<file path="src/rtl/txd_pkg.sv">
package txd_pkg;

  typedef struct packed {
    logic        crs;
    logic        abort;
    logic        owc;
    logic        cdh;
    logic [3:0]  ncc;
    logic [5:0]  thr;
    logic        ok;
    logic        unr;
    logic        own;
    logic [12:0] size;
  } txd_word_t;

  typedef struct packed {
    logic       ok;
    logic       unr;
    logic       abort;
    logic       crs;
    logic       owc;
    logic [3:0] ncc;
  } txd_evt_t;

  localparam txd_word_t TXD_RST = '{own: 1'b1, default: '0};

  function automatic logic [31:0] txd_pack(txd_word_t w);
    return {w.crs, w.abort, w.owc, w.cdh, w.ncc, 2'b00, w.thr,
            w.ok, w.unr, w.own, w.size};
  endfunction

endpackage

</file>
<file path="src/rtl/txd_word.sv">
module txd_word
  import txd_pkg::*;
(
  input  logic        clk,
  input  logic        rst_n,
  input  logic        wr_hit,
  input  logic [5:0]  wr_thr,
  input  logic        wr_own,
  input  logic [12:0] wr_size,
  input  logic        ev_hit,
  input  txd_evt_t    ev,
  input  logic        dma_hit,
  input  logic        hb_hit,
  input  logic        speed_100,
  output txd_word_t   w
);

  always_ff @(posedge clk or negedge rst_n) begin
    if (!rst_n) begin
      w <= TXD_RST;
    end else if (wr_hit) begin
      w.thr   <= wr_thr;
      w.own   <= wr_own;
      w.size  <= wr_size;
      w.crs   <= 1'b0;
      w.abort <= 1'b0;
      w.owc   <= 1'b0;
      w.cdh   <= 1'b0;
      w.ncc   <= '0;
      w.ok    <= 1'b0;
      w.unr   <= 1'b0;
    end else begin
      if (ev_hit) begin
        w.crs   <= w.crs   | ev.crs;
        w.abort <= w.abort | ev.abort;
        w.owc   <= w.owc   | ev.owc;
        w.unr   <= w.unr   | ev.unr;
        w.ok    <= w.ok    | (ev.ok & ~ev.unr);
        w.ncc   <= ev.ncc;
      end
      if (dma_hit) w.own <= 1'b1;
      if (speed_100)   w.cdh <= 1'b0;
      else if (hb_hit) w.cdh <= 1'b1;
    end
  end

  a_r5_write_clears: assert property (@(posedge clk) disable iff (!rst_n)
    wr_hit |=> (!w.crs && !w.abort && !w.owc && !w.cdh && w.ncc == 4'd0 && !w.ok && !w.unr));

  a_r3_fields_loaded: assert property (@(posedge clk) disable iff (!rst_n)
    wr_hit |=> (w.thr == $past(wr_thr) && w.own == $past(wr_own) && w.size == $past(wr_size)));

  a_r7_dma_sets_own: assert property (@(posedge clk) disable iff (!rst_n)
    (dma_hit && !wr_hit) |=> w.own);

  a_r9_no_hb_at_100: assert property (@(posedge clk) disable iff (!rst_n)
    speed_100 |=> !w.cdh);

endmodule

</file>
<file path="src/rtl/txd_hb_timer.sv">
module txd_hb_timer #(
  parameter int HB_CYCLES = 640,
  parameter int IDX_W     = 2
) (
  input  logic             clk,
  input  logic             rst_n,
  input  logic             tx_end,
  input  logic [IDX_W-1:0] tx_idx,
  input  logic             hb_seen,
  input  logic             speed_100,
  output logic             fail,
  output logic [IDX_W-1:0] fail_idx
);

  localparam int CNT_W = (HB_CYCLES > 2) ? $clog2(HB_CYCLES) : 1;
  localparam logic [CNT_W-1:0] LAST = CNT_W'(HB_CYCLES - 1);

  logic             armed;
  logic [CNT_W-1:0] cnt;

  assign fail = armed && !hb_seen && !speed_100 && (cnt == LAST);

  always_ff @(posedge clk or negedge rst_n) begin
    if (!rst_n) begin
      armed    <= 1'b0;
      cnt      <= '0;
      fail_idx <= '0;
    end else if (speed_100) begin
      armed <= 1'b0;
    end else if (tx_end) begin
      armed    <= 1'b1;
      cnt      <= '0;
      fail_idx <= tx_idx;
    end else if (armed) begin
      if (hb_seen || cnt == LAST) armed <= 1'b0;
      else                        cnt   <= cnt + 1'b1;
    end
  end

  a_r8_single_fail: assert property (@(posedge clk) disable iff (!rst_n)
    fail |=> !fail);

  a_r9_no_fail_100: assert property (@(posedge clk) disable iff (!rst_n)
    $past(speed_100) |-> !fail);

endmodule

</file>
<file path="src/rtl/txd_start_gate.sv">
module txd_start_gate #(
  parameter int FIFO_W     = 12,
  parameter int LONG_LIMIT = 1792
) (
  input  logic [5:0]        thr_code,
  input  logic [12:0]       prev_size,
  input  logic              prev_own,
  input  logic [FIFO_W-1:0] fifo_level,
  input  logic              fifo_has_pkt,
  output logic              start_tx
);

  localparam logic [12:0] LONG_SZ = 13'(LONG_LIMIT);

  logic [FIFO_W-1:0] thr_bytes;
  logic              held;

  always_comb begin
    if (thr_code == 6'd0) thr_bytes = FIFO_W'(8);
    else                  thr_bytes = FIFO_W'({thr_code, 5'b00000});
    held     = (prev_size > LONG_SZ) && !prev_own;
    start_tx = !held && (fifo_has_pkt || (fifo_level >= thr_bytes));
  end

endmodule

</file>
<file path="src/rtl/txd_status_bank.sv">
module txd_status_bank
  import txd_pkg::*;
#(
  parameter int NDESC      = 4,
  parameter int HB_CYCLES  = 640,
  parameter int LONG_LIMIT = 1792,
  parameter int FIFO_W     = 12,
  localparam int IDX_W     = $clog2(NDESC),
  localparam int ADDR_W    = IDX_W + 2
) (
  input  logic              clk,
  input  logic              rst_n,
  input  logic              wr_en,
  input  logic [ADDR_W-1:0] wr_addr,
  input  logic [3:0]        wr_be,
  input  logic [31:0]       wr_data,
  input  logic [ADDR_W-1:0] rd_addr,
  output logic [31:0]       rd_data,
  input  logic              ev_valid,
  input  logic [IDX_W-1:0]  ev_idx,
  input  logic              ev_ok,
  input  logic              ev_unr,
  input  logic              ev_abort,
  input  logic              ev_crs,
  input  logic              ev_owc,
  input  logic [3:0]        ev_ncc,
  input  logic              dma_done,
  input  logic [IDX_W-1:0]  dma_idx,
  input  logic              tx_end,
  input  logic [IDX_W-1:0]  tx_idx,
  input  logic              hb_seen,
  input  logic              speed_100,
  input  logic [IDX_W-1:0]  cur_idx,
  input  logic [FIFO_W-1:0] fifo_level,
  input  logic              fifo_has_pkt,
  output logic              start_tx
);

  txd_word_t [NDESC-1:0] words;
  txd_evt_t              evt;
  logic                  wr_ok;
  logic                  hb_fail;
  logic [IDX_W-1:0]      hb_idx;
  logic [IDX_W-1:0]      prev_idx;
  logic                  unused_wr;

  assign evt       = '{ok: ev_ok, unr: ev_unr, abort: ev_abort, crs: ev_crs,
                       owc: ev_owc, ncc: ev_ncc};
  assign wr_ok     = wr_en && (wr_be == 4'hF) && (wr_addr[1:0] == 2'b00);
  assign unused_wr = ^{wr_data[31:22], wr_data[15:14]};

  txd_hb_timer #(.HB_CYCLES(HB_CYCLES), .IDX_W(IDX_W)) u_hb (
    .clk(clk), .rst_n(rst_n), .tx_end(tx_end), .tx_idx(tx_idx),
    .hb_seen(hb_seen), .speed_100(speed_100),
    .fail(hb_fail), .fail_idx(hb_idx)
  );

  for (genvar d = 0; d < NDESC; d++) begin : g_desc
    txd_word u_word (
      .clk(clk), .rst_n(rst_n),
      .wr_hit(wr_ok && (wr_addr[ADDR_W-1:2] == IDX_W'(d))),
      .wr_thr(wr_data[21:16]), .wr_own(wr_data[13]), .wr_size(wr_data[12:0]),
      .ev_hit(ev_valid && (ev_idx == IDX_W'(d))), .ev(evt),
      .dma_hit(dma_done && (dma_idx == IDX_W'(d))),
      .hb_hit(hb_fail && (hb_idx == IDX_W'(d))),
      .speed_100(speed_100),
      .w(words[d])
    );
  end

  assign rd_data  = (rd_addr[1:0] == 2'b00) ? txd_pack(words[rd_addr[ADDR_W-1:2]]) : 32'h0;
  assign prev_idx = cur_idx - 1'b1;

  txd_start_gate #(.FIFO_W(FIFO_W), .LONG_LIMIT(LONG_LIMIT)) u_gate (
    .thr_code(words[cur_idx].thr),
    .prev_size(words[prev_idx].size), .prev_own(words[prev_idx].own),
    .fifo_level(fifo_level), .fifo_has_pkt(fifo_has_pkt),
    .start_tx(start_tx)
  );

  a_r4_partial_ignored: assert property (@(posedge clk) disable iff (!rst_n)
    (wr_en && wr_be != 4'hF && !ev_valid && !dma_done && !hb_fail && !speed_100)
      |=> $stable(words));

endmodule

</file>
<file path="config.mk">
export PLATFORM = sky130hd
export DESIGN_NAME = txd_status_bank
export DESIGN_NICKNAME = d
export VERILOG_FILES = /design/src/rtl/txd_pkg.sv /design/src/rtl/txd_word.sv /design/src/rtl/txd_hb_timer.sv /design/src/rtl/txd_start_gate.sv /design/src/rtl/txd_status_bank.sv
export SDC_FILE = /design/constraint.sdc
export NUM_CORES = 1
export LEC_CHECK = 0
export ABC_CLOCK_PERIOD_IN_PS = 3900
export BUFFER_PORTS_ARGS = -buffer_cell sky130_fd_sc_hd__buf_4
export CAP_MARGIN = 20
export CORE_ASPECT_RATIO = 0.5
export CORE_MARGIN = 1.5
export CORE_UTILIZATION = 55
export DETAILED_ROUTE_END_ITERATION = 8
export GPL_TIMING_DRIVEN = 0
export PLACE_DENSITY = 0.78
export SYNTH_ARGS = -nofsm -noshare
export SYNTH_HDL_FRONTEND = slang
export SYNTH_SLANG_ARGS = --single-unit
</file>
<file path="constraint.sdc">
create_clock -name clk -period 3.9 [get_ports clk]
set_input_delay 0.39 -clock clk [delete_from_list [all_inputs] [get_ports clk]]
set_output_delay 0.39 -clock clk [all_outputs]
set_load 0.01 [all_outputs]
</file>
==> results.md <==
* Total gr overflow at 0
* Initial antenna violation count at 0
* CTS H-tree lvls at 4
* CP max stage cell: or4b_2
* Largest family of logic cells by synthesized area: multiplexers
* Synth top area share at 47.8%
* Number of diodes at 0
* Final Max Slew Viols at 0
* Synth top area cells: dfrtp_1 (48%), mux4_2 (12%), mux2_2 (9.2%)
* Delay-heaviest family, CP: buffers and inverters
* Compound-cell area share of the yosys netlist at 5.33%
* Critical Path Start Type: input pin
* Placed insts at 844
* Hpwl dp at 11.2 mm
* Max cap viols at 0
* Wire per inst at 19.0 um
* Post-synthesis adder-cell area fraction at 1.48%
* Synth area leader: dfrtp_1
* Gp weighted congestion at 0.869
* Die H at 81.4 um
* Leading cell types by count after synthesis: dfrtp_1 (129), nand2_1 (83), mux2_2 (55), nor2_1 (42), mux4_2 (37)
* Global-route wire length before repair at 26.8 mm
* Syn Inst Count at 581
* Final min period at 3.57 ns
* Fmax at 280 MHz
* Sequential share of the synthesized area at 49.3%
* Finished layout cell area at 0.00831 sq mm
* Synth Area in XOR/XNOR at 0.907%
* Clock skew after layout at 0.00448 ns
* Number of global-route vias before repair at 5,182
* Total power at 3.58 mW
* Setup WS pre-CTS at 0.141 ns
* Setup TNS Final at 0 ns
* Crit Path Class: input pin to primary output
* Post-synth ARST share at 100%
* I/O Buffers at 96
* Clock sinks at 133
* RSZ-0062 raised after global routing: no
* Nature of the critical path endpoint: primary output
* Clock latency on the worst-skew pair at 0.42 ns
* Residual DRC count at 0
* Critical path startpoint: cur_idx[1]
* Worst path cell trace: clkbuf_1 > clkbuf_2 > mux4_2 > nor3_1 > ha_1 > or4b_2 > a21oi_1 > nor2_1 > a21o_1 > a21oi_1 > buf_4
* Worst R2R Start: u_hb.cnt[0]$_DFFE_PN0P_
* Yosys warnings at 0
* Number of synthesized flops with an enable pin at 0
* Period utilisation layout at 91.5%
* Buffers & Inverters on Critical Path at 3
* Via-to-Cell Ratio at 5.84
* Site Rows at 28
* Final Hold Viols at 0
* I/O Pins at 115
* Internal Power at 2.68 mW
* Clock Power Share at 44.7%
* PD cells at 430 mW/mm^2
* FF+latch count, synth at 133
* GRT Total Usage at 27.2%
* Sequential power share at 43.6%
* Crit-path max cell delay at 0.58 ns
* Chip width at 160 um
* Post-route non-filler standard cell count at 876
* Nets at 788
* Count leader, synth: dfrtp_1
* Netlist Area Pre-Place at 0.00676 sq mm
* Min-delay src: wr_data[5]
* Starting Density at 56.7%
* Die area at 0.0130 sq mm
* Final count of negative-setup-slack endpoints at 0
* Final antenna-violating net count at 0
* CTS max path bufs at 2
* Mux cell area share after synthesis at 24.1%
* Largest net degree at the start of global routing at 93
* CP arrival at 3.18 ns
* Hold crit path type: input pin to register
* CTS Root Cell: clkbuf_16
* Area delta synth->final at 23.0%
* Final WL at 16.7 mm
* Slew margin rel. at 35.9%
* VDD IR-drop max at 0.291 mV
* Layout cells sized above 1 at 35.0%
* Synth Area in Simple Gates at 16.0%
* DR iter-0 viols at 416
* Sw frac at 25.1%
* CTS tree: built
* Leak at 3.78 nW
* DR vias at 5,112
* Core Box Area at 0.0119 sq mm
* Worst path required time at 3.51 ns
* Drt pass-1 iters at 5
* Mapped Avg Cell Area at 11.6 sq um
* Post-synth cell types at 48
* Comb pwr share at 11.7%
* Setup bufs post-CTS at 0
* Placed inst area at 0.00772 sq mm
* Slew @ Worst Pin at 0.958 ns
* Final WS setup at 0.330 ns
* Worst Path Max Fanout at 10
* Switch Pwr at 896 uW
* Prevailing post-synth register cell: dfrtp_1
* Outcome: finished clean
* Clock-pin slew on the worst setup and hold paths at 0.06 ns
* Cell mode on critical path: a21oi_1
* Num CTS Buffers at 17
==> state kept, by name (all words and copies together), names as in the netlist <==
register         count
u_hb.cnt            10
g_desc.u_word.w    120
u_hb.armed           1
u_hb.fail_idx        2
==> power groups by stage <==
stage | clock network (mW) | logic [mW] | registers [mW]
2_1_floorplan | 0 | 0.245 | 1.56
3_3_place_gp | 0 | 0.398 | 1.57
3_5_place_dp | 0 | 0.415 | 1.58
4_1_cts | 1.60 | 0.422 | 1.56
5_1_grt | 1.66 | 0.464 | 1.57
6_report | 1.60 | 0.418 | 1.56
==> through the flow <==
step / util [%] / hold slack (ns)
final: 69.8 / 0.193
after detailed placement: 64.8 / 0.328
after floorplan: - / 0.0944
after CTS: 69.8 / 0.188
after global placement: 64.5 / 0.473
after global routing: 69.8 / 0.194
==> worst reg2reg max path, delay by kind of cell, from the launching register on <==
| kind | cells | cell delay, ns |
|---|---|---|
| AO/OA/AOI/OAI | 1 | 0.82 |
| flip-flops | 1 | 0.39 |
| AND/OR/NAND/NOR | 3 | 0.37 |
| adder cells (fa/ha/maj) | 1 | 0.22 |
| XOR/XNOR | 1 | 0.21 |
==> placed cells by master, fill, tap and decap left out, types with 3 or more instances in the layout <==
cell type / synthesis / routed
a21oi_1: 35 / 35
a31oi_1: 6 / 6
buf_1: 5 / 3
buf_2: 12 / 12
buf_4: 2 / 97
clkbuf_1: 14 / 16
clkbuf_16: 0 / 17
clkinvlp_4: 0 / 4
dfrtp_1: 129 / 129
dfstp_2: 4 / 4
ha_1: 8 / 8
inv_1: 12 / 12
mux2_1: 4 / 4
mux2_2: 55 / 55
mux2i_1: 13 / 13
mux4_2: 37 / 37
nand2_1: 83 / 83
nand2b_1: 5 / 5
nand3_1: 7 / 7
nand4_1: 5 / 5
nand4b_1: 4 / 4
nor2_1: 42 / 42
nor2b_1: 32 / 32
nor3_1: 9 / 9
nor3b_2: 3 / 3
nor4_1: 6 / 6
o21ai_0: 9 / 9
o21ai_1: 7 / 7
xnor2_1: 6 / 6
==> routing by layer <==
layer  global-route usage [%]  vias up  wire [um]
li1                         -     2302          -
met1                     36.2     2578       7170
met2                     45.4      205       8030
met3                     6.74       27       1200
met4                     7.74        0        259
met5                        0        -          0
==> area by class of cell <==
cell class	count	area [sq um]
multi-input cells	404	3240
fillers	856	3600
inverters	12	45.0
clock buffers	21	460
repair buffers	98	762
plain buffers	32	144
clock inverters	11	126
flip-flops and latches	133	3330
well taps	165	206
==> kinds of logic (layout without fill, tap and decap cells) <==
logic type               count (synthesis)  count (layout)
AND/OR/NAND/NOR                        214             214
flip-flops                             133             133
multiplexers                           109             109
AO/OA/AOI/OAI                           64              64
buffers and inverters                   45             174
adder cells (fa/ha/maj)                  8               8
XOR/XNOR                                 7               7
other                                    1               2
==> repair_timing <==
action / 4_1_cts / 5_1_grt
hold buffers: 1 / 0
endpoints found under the setup margin: 0 / 1
gates resized for setup: 0 / 1
endpoints found under the hold margin: 41 / 0
==> worst paths after layout <==
check	to	slack [ns]	cells past startpoint
setup / recovery	start_tx	0.33	11
hold / removal	g_desc[3].u_word.w[5]$_DFFE_PN0P_	0.19	3
setup reg to reg	u_hb.cnt[5]$_DFFE_PN0P_	1.76	6
hold reg to reg	g_desc[1].u_word.w[14]$_DFFE_PN0P_	0.49	2
max in group asynchronous	g_desc[1].u_word.w[13]$_DFFE_PN1P_	2.63	3
min in group asynchronous	u_hb.cnt[0]$_DFFE_PN0P_	0.46	2
(Power assumes the default switching activity.)
